===== config.mk =====
export PLATFORM = sky130hd
export DESIGN_NAME = ncq_tag_tracker
export DESIGN_NICKNAME = d
export VERILOG_FILES = /design/src/rtl/ncq_pkg.sv /design/src/rtl/ncq_issue_gate.sv /design/src/rtl/ncq_tag_bitmap.sv /design/src/rtl/ncq_addr_table.sv /design/src/rtl/ncq_irq_agg.sv /design/src/rtl/ncq_tag_tracker.sv
export SDC_FILE = /design/constraint.sdc
export NUM_CORES = 2
export LEC_CHECK = 0
export ABC_CLOCK_PERIOD_IN_PS = 17600
export BUFFER_PORTS_ARGS = -buffer_cell sky130_fd_sc_hd__buf_2
export CELL_PAD_IN_SITES_DETAIL_PLACEMENT = 0
export CELL_PAD_IN_SITES_GLOBAL_PLACEMENT = 2
export CORE_ASPECT_RATIO = 1.75
export CORE_UTILIZATION = 45
export DETAILED_ROUTE_END_ITERATION = 8
export PLACE_DENSITY = 0.72
export SLEW_MARGIN = 0
export SYNTH_ARGS = -nofsm -noshare
export SYNTH_HDL_FRONTEND = slang
export SYNTH_SLANG_ARGS = --single-unit

===== constraint.sdc =====
create_clock -name clk -period 17.6 [get_ports clk]
set_input_delay 4.4 -clock clk [delete_from_list [all_inputs] [get_ports clk]]
set_output_delay 4.4 -clock clk [all_outputs]
set_load 0.005 [all_outputs]

===== src/rtl/ncq_pkg.sv =====
package ncq_pkg;
  typedef enum logic {
    CMD_NONQUEUED = 1'b0,
    CMD_QUEUED    = 1'b1
  } cmd_kind_e;
endpackage


===== src/rtl/ncq_issue_gate.sv =====
module ncq_issue_gate #(
  parameter int NTAGS = 32,
  parameter int TAG_W = $clog2(NTAGS)
) (
  input  logic             clk,
  input  logic             rst,
  input  logic             req_valid,
  input  ncq_pkg::cmd_kind_e req_kind,
  input  logic [TAG_W-1:0] req_tag,
  input  logic             busy,
  input  logic [NTAGS-1:0] pending,
  output logic             fire_q,
  output logic             fire_nq,
  output logic             nq_fin,
  output logic [TAG_W-1:0] nq_fin_tag,
  output logic             accept_o,
  output logic             err_o,
  output logic             nq_active_o,
  output logic             nq_done_o
);
  logic             nq_seen_busy;
  logic [TAG_W-1:0] nq_tag_r;
  logic             tag_free;
  logic             map_empty;

  always_comb begin
    tag_free  = !pending[req_tag];
    map_empty = (pending == '0);
    fire_q    = req_valid && !busy && !nq_active_o &&
                (req_kind == ncq_pkg::CMD_QUEUED) && tag_free;
    fire_nq   = req_valid && !busy && !nq_active_o &&
                (req_kind == ncq_pkg::CMD_NONQUEUED) && map_empty;
    nq_fin    = nq_active_o && nq_seen_busy && !busy;
    nq_fin_tag = nq_tag_r;
  end

  always_ff @(posedge clk) begin
    if (rst) begin
      accept_o     <= 1'b0;
      err_o        <= 1'b0;
      nq_active_o  <= 1'b0;
      nq_seen_busy <= 1'b0;
      nq_done_o    <= 1'b0;
      nq_tag_r     <= '0;
    end else begin
      accept_o  <= fire_q || fire_nq;
      err_o     <= req_valid && !(fire_q || fire_nq);
      nq_done_o <= nq_fin;
      if (fire_nq) begin
        nq_active_o  <= 1'b1;
        nq_seen_busy <= 1'b0;
        nq_tag_r     <= req_tag;
      end else if (nq_fin) begin
        nq_active_o  <= 1'b0;
        nq_seen_busy <= 1'b0;
      end else if (nq_active_o && busy) begin
        nq_seen_busy <= 1'b1;
      end
    end
  end
endmodule


===== src/rtl/ncq_tag_bitmap.sv =====
module ncq_tag_bitmap #(
  parameter int NTAGS = 32,
  parameter int TAG_W = $clog2(NTAGS)
) (
  input  logic             clk,
  input  logic             rst,
  input  logic             set_en,
  input  logic [TAG_W-1:0] set_tag,
  input  logic             clr_valid,
  input  logic [NTAGS-1:0] clr_mask,
  output logic [NTAGS-1:0] pending_o,
  output logic [NTAGS-1:0] retire_o,
  output logic             stray_o
);
  localparam logic [NTAGS-1:0] ONE = {{(NTAGS-1){1'b0}}, 1'b1};

  logic [NTAGS-1:0] set_vec;
  logic [NTAGS-1:0] nxt;

  always_comb begin
    set_vec  = set_en ? (ONE << set_tag) : '0;
    retire_o = clr_valid ? (clr_mask & pending_o) : '0;
    nxt      = (pending_o & ~retire_o) | set_vec;
  end

  always_ff @(posedge clk) begin
    if (rst) begin
      pending_o <= '0;
      stray_o   <= 1'b0;
    end else begin
      pending_o <= nxt;
      stray_o   <= clr_valid && ((clr_mask & ~pending_o) != '0);
    end
  end
endmodule


===== src/rtl/ncq_addr_table.sv =====
module ncq_addr_table #(
  parameter int DEPTH  = 32,
  parameter int AW     = $clog2(DEPTH),
  parameter int DATA_W = 64
) (
  input  logic              clk,
  input  logic              rst,
  input  logic              we,
  input  logic [AW-1:0]     waddr,
  input  logic [DATA_W-1:0] wdata,
  input  logic              re,
  input  logic [AW-1:0]     raddr,
  output logic [DATA_W-1:0] rdata,
  output logic              rvalid
);
  logic [DATA_W-1:0] mem [DEPTH];

  always_ff @(posedge clk) begin
    if (we) mem[waddr] <= wdata;
    if (re) rdata <= mem[raddr];
  end

  always_ff @(posedge clk) begin
    if (rst) rvalid <= 1'b0;
    else     rvalid <= re;
  end
endmodule


===== src/rtl/ncq_irq_agg.sv =====
module ncq_irq_agg #(
  parameter int NTAGS = 32
) (
  input  logic             clk,
  input  logic             rst,
  input  logic [NTAGS-1:0] retire,
  input  logic             ack,
  output logic [NTAGS-1:0] done_o,
  output logic             irq_o
);
  logic [NTAGS-1:0] nxt;

  always_comb nxt = (ack ? '0 : done_o) | retire;

  always_ff @(posedge clk) begin
    if (rst) begin
      done_o <= '0;
      irq_o  <= 1'b0;
    end else begin
      done_o <= nxt;
      irq_o  <= (nxt != '0);
    end
  end
endmodule


===== src/rtl/ncq_tag_tracker.sv =====
module ncq_tag_tracker #(
  parameter int NTAGS  = 32,
  parameter int ADDR_W = 64,
  parameter int TAG_W  = $clog2(NTAGS)
) (
  input  logic              clk,
  input  logic              rst,
  input  logic              issue_valid,
  input  logic              issue_queued,
  input  logic [TAG_W-1:0]  issue_tag,
  input  logic [ADDR_W-1:0] issue_addr,
  input  logic              dev_busy,
  input  logic              cmpl_valid,
  input  logic [NTAGS-1:0]  cmpl_mask,
  input  logic              dma_valid,
  input  logic [TAG_W-1:0]  dma_tag,
  input  logic              irq_ack,
  output logic              issue_accept,
  output logic              issue_err,
  output logic              proto_err,
  output logic [NTAGS-1:0]  outstanding,
  output logic              nq_active,
  output logic              nq_done,
  output logic [NTAGS-1:0]  done_mask,
  output logic              irq,
  output logic              dma_addr_valid,
  output logic [ADDR_W-1:0] dma_addr
);
  localparam logic [NTAGS-1:0] ONE = {{(NTAGS-1){1'b0}}, 1'b1};

  ncq_pkg::cmd_kind_e kind;
  logic               fire_q, fire_nq, nq_fin;
  logic [TAG_W-1:0]   nq_fin_tag;
  logic [NTAGS-1:0]   retire_q;
  logic [NTAGS-1:0]   retire_all;

  assign kind = issue_queued ? ncq_pkg::CMD_QUEUED : ncq_pkg::CMD_NONQUEUED;

  ncq_issue_gate #(.NTAGS(NTAGS), .TAG_W(TAG_W)) u_gate (
    .clk(clk), .rst(rst),
    .req_valid(issue_valid), .req_kind(kind), .req_tag(issue_tag),
    .busy(dev_busy), .pending(outstanding),
    .fire_q(fire_q), .fire_nq(fire_nq),
    .nq_fin(nq_fin), .nq_fin_tag(nq_fin_tag),
    .accept_o(issue_accept), .err_o(issue_err),
    .nq_active_o(nq_active), .nq_done_o(nq_done)
  );

  ncq_tag_bitmap #(.NTAGS(NTAGS), .TAG_W(TAG_W)) u_map (
    .clk(clk), .rst(rst),
    .set_en(fire_q), .set_tag(issue_tag),
    .clr_valid(cmpl_valid), .clr_mask(cmpl_mask),
    .pending_o(outstanding), .retire_o(retire_q), .stray_o(proto_err)
  );

  ncq_addr_table #(.DEPTH(NTAGS), .AW(TAG_W), .DATA_W(ADDR_W)) u_tbl (
    .clk(clk), .rst(rst),
    .we(fire_q || fire_nq), .waddr(issue_tag), .wdata(issue_addr),
    .re(dma_valid), .raddr(dma_tag),
    .rdata(dma_addr), .rvalid(dma_addr_valid)
  );

  always_comb retire_all = retire_q | (nq_fin ? (ONE << nq_fin_tag) : '0);

  ncq_irq_agg #(.NTAGS(NTAGS)) u_irq (
    .clk(clk), .rst(rst),
    .retire(retire_all), .ack(irq_ack),
    .done_o(done_mask), .irq_o(irq)
  );
endmodule


==> results.md <==
* Clock Path Buffers at 4
* Place WS at about 8800 ps
* GRT Total Usage at between 20% and 30%
* Syn nets at approximately 3600
* CTS Sinks at about 2200
* Antenna violations before repair at 22
* Most common cell after layout, fill and taps aside: edfxtp_1
* Yosys Warn Count at 0
* Hold Violations, Final at 0
* NumNets Final at around 4000
* Most common cell on crit path: buf_4
* Clk_lat worst skew at around 830 ps
* Worst setup SP type: primary input
* Clk slew on worst S/H paths at around 70 ps
* CP max stage delay at 780 ps
* Final TNS setup at 0 ps
* Combinational power share at under 10%
* Vias per inst at slightly above 6
* DRT Pass-1 Iters at 7
* Critical path required time at 18010 ps
* Slowest cell on the critical path: buf_4
* Hold Path Class: register to register
* CP startpoint: issue_tag[0]
* Final setup fails at 0
* Via Count at 38671
* DR WL/cell at between 30 and 40 µm
* Crit path capture type: register
* Seq pwr share at a little under three fifths
* Fin crit share at between 40% and 50%
* Reg2reg setup slack at 13450 ps
* FF-to-FF path depth at 9
* Status: finished, final reports clean
* Most frequent cells in the layout: edfxtp_1 (2112), mux4_2 (647), buf_2 (242), clkbuf_16 (196), buf_4 (93)
* DIE AREA at between 150000 and 200000 µm²
* First-pass GRT wire length at 298900 µm
* Clock share of power at approximately 40%
* Remaining DRCs at 0
* Fmax at approximately 130 MHz
* Synth Cell Area at 83310 µm²
* Unique masters post-synth at between 40 and 50
* Sw Ratio at between 20% and 30%
* Worst-path fanout max at 36
* Final min period at between 7000 and 8000 ps
* Core ar. at about 180000 µm²
* Post-CTS Setup Inserts at 0
* Vias in the first global route at 40651
* Initial Utilization at 45.34%
* Cells after synthesis at 3477
* Area grow syn2layout at 12.50%
* Row count at around 210
* Worst vdd ir at 71.80 µV
* Synth async-reset ratio at 0%
* FF-to-FF End: u_tbl.mem[20][45]
* Final max-slew violation count at 0
* CTS Root Cell: clkbuf_16
* Max-cap violations at 0
* Hold path cells at 2
* Critical Path End: u_tbl.mem[20][45]
* Syn Area/Cell at around 24 µm²
* Clk_skew at approximately 55 ps
* DRT Wirelength at ~210000 µm
* Hold Buf Count CTS at 0
* Net Sw Power at around 2100 µW
* Largest net degree at the start of global routing at 152
* Max_slew headroom at 24.45%
* RSZ-0062 raised after global routing: false
* Primary FF master, synth: edfxtp_1
* Routed Antenna Nets at 0
* Worst-path cell chain: buf_2, mux4_2, mux2_2, nor2b_1, nor3_2, a21oi_4, buf_4, nor3_2, buf_4, buf_4
* Worst hold start: u_irq.done_o[14]
* Worst r2r src: u_gate.nq_active_o
* EDFF count, synth at between 2000 and 2500
* CTS H-tree depth at 4
* Grt ovf at 0
* PnR worst setup slack at slightly below 10000 ps
* Pleak at about 0.029 µW
* Worst Tran Pin Value at ~1100 ps
* CTS Buf Count at 194
* GP Congestion at between 0.8 and 0.9
* Hpwl dp at roughly 110000 µm
* Chip height at around 570 µm
* Die width at about 330 µm
* Power Dens Cells at 110.4 nW/µm²
* CTS tree: built
* Worst EP arrival at roughly 8100 ps
* Register area share after synthesis at 77.97%
* Post-CTS sizing at 0
* Int Power at 8213 µW
* Drt initial violations at 3776
* Kind of critical path: primary input to register
* Number of port buffers at 248
* Ports at about 250
* Layout cells sized above 1 at between 30% and 40%
* #FFs+latches synth at 2189
routing by layer:
metal	up-vias	track usage [%]	part of all wire (%)
met3	334	3.249	5.8
met5	-	0	0.059
met1	21306	29.56	39
met4	20	6.802	2.8
met2	1350	39.27	52
li1	15661	-	-
kinds of logic (layout without fill, tap and decap cells):
family          count (synthesis)  count (layout)  synth area share, %
compound gates                122             122               0.9837
mux                           723             723                18.50
flops                        2189            2189                77.97
simple gates                  219             219                1.359
other cells                     0               7                    0
buf+inv                       224             726                1.183
power by group through the flow:
stage / sequential (µW) / clock [µW] / combinational, µW
after floorplan: 5870 / 0 / 278
after global placement: 5880 / 0 / 473
after detailed placement: 5880 / 0 / 480
after CTS: 5760 / 4190 / 481
after global routing: 5760 / 4360 / 504
final: 5760 / 4110 / 470
synthesized netlist by cell type, drive strengths merged, types with 2 or more instances:
library cell | n | area (µm²)
nand3b | 29 | 217.7
o22ai | 14 | 87.58
nand2 | 72 | 270.3
nor4 | 17 | 106.4
dfxtp | 77 | 1541
o31ai | 2 | 15.01
edfxtp | 2112 | 63420
nand4 | 10 | 62.56
nor3 | 42 | 220.2
nor2b | 6 | 37.54
a21oi | 40 | 204.0
o21ai | 26 | 156.4
a32oi | 30 | 270.3
mux2i | 10 | 100.1
a221oi | 2 | 17.52
nand3 | 5 | 25.02
buf | 76 | 430.4
nand2b | 6 | 37.54
and3 | 2 | 12.51
a2bb2oi | 3 | 26.28
mux4 | 647 | 14570
inv | 37 | 138.9
nor2 | 24 | 97.59
clkbuf | 111 | 416.7
mux2 | 66 | 743.2
worst max-delay path: cells and delay by family:
kind                   cells  cell delay, ps
buffers and inverters      4            2100
AOI/OAI and AO/OA          1              80
and+or+nand+nor            3             560
muxes                      2             850
layout make-up:
| cell class | instances | area, µm² |
|---|---|---|
| clock inverters | 104 | 883.3 |
| repair buffers | 344 | 2057 |
| inverters | 37 | 138.9 |
| well taps | 2415 | 3022 |
| fillers | 14534 | 90010 |
| multi-input cells | 1064 | 17530 |
| diodes | 7 | 17.52 |
| clock buffers | 241 | 5114 |
| flip-flops and latches | 2189 | 64960 |
worst min path at each step:
stage / to / slack [ps]
6_report: u_irq.done_o[14] / 550
5_1_grt: u_gate.nq_fin_tag[2] / 590
4_1_cts: u_irq.done_o[14] / 550
3_5_place_dp: u_irq.done_o[14] / 520
3_3_place_gp: u_gate.nq_active_o / 520
2_1_floorplan: u_gate.nq_seen_busy / 510
sequential cells by signal, indices dropped and copies added, names as in the netlist:
name and flops:
u_gate.err_o 1, u_gate.nq_active_o 1, u_map.pending_o 32, u_gate.accept_o 1, u_tbl.mem 2048, u_tbl.rvalid 1, u_irq.done_o 32, u_irq.irq_o 1
u_gate.nq_done_o 1, u_gate.nq_fin_tag 5, u_map.stray_o 1, u_gate.nq_seen_busy 1, u_tbl.rdata 64
per-stage QoR:
stage / util [%] / instance area, µm² / power [µW] / instances / hold slack [ps]
after floorplan: - / 83310 / 6152 / 3477 / 510.6
after global placement: 47.74 / 87710 / 6350 / 6049 / 522.4
after detailed placement: 47.74 / 87710 / 6358 / 6049 / 523.5
after CTS: 51.00 / 93710 / 10440 / 6394 / 553.0
after global routing: 51.01 / 93720 / 10630 / 6397 / 587.6
final: 51.01 / 93730 / 10350 / 6401 / 551.4
No activity file was read; power rests on OpenSTA's default activity.
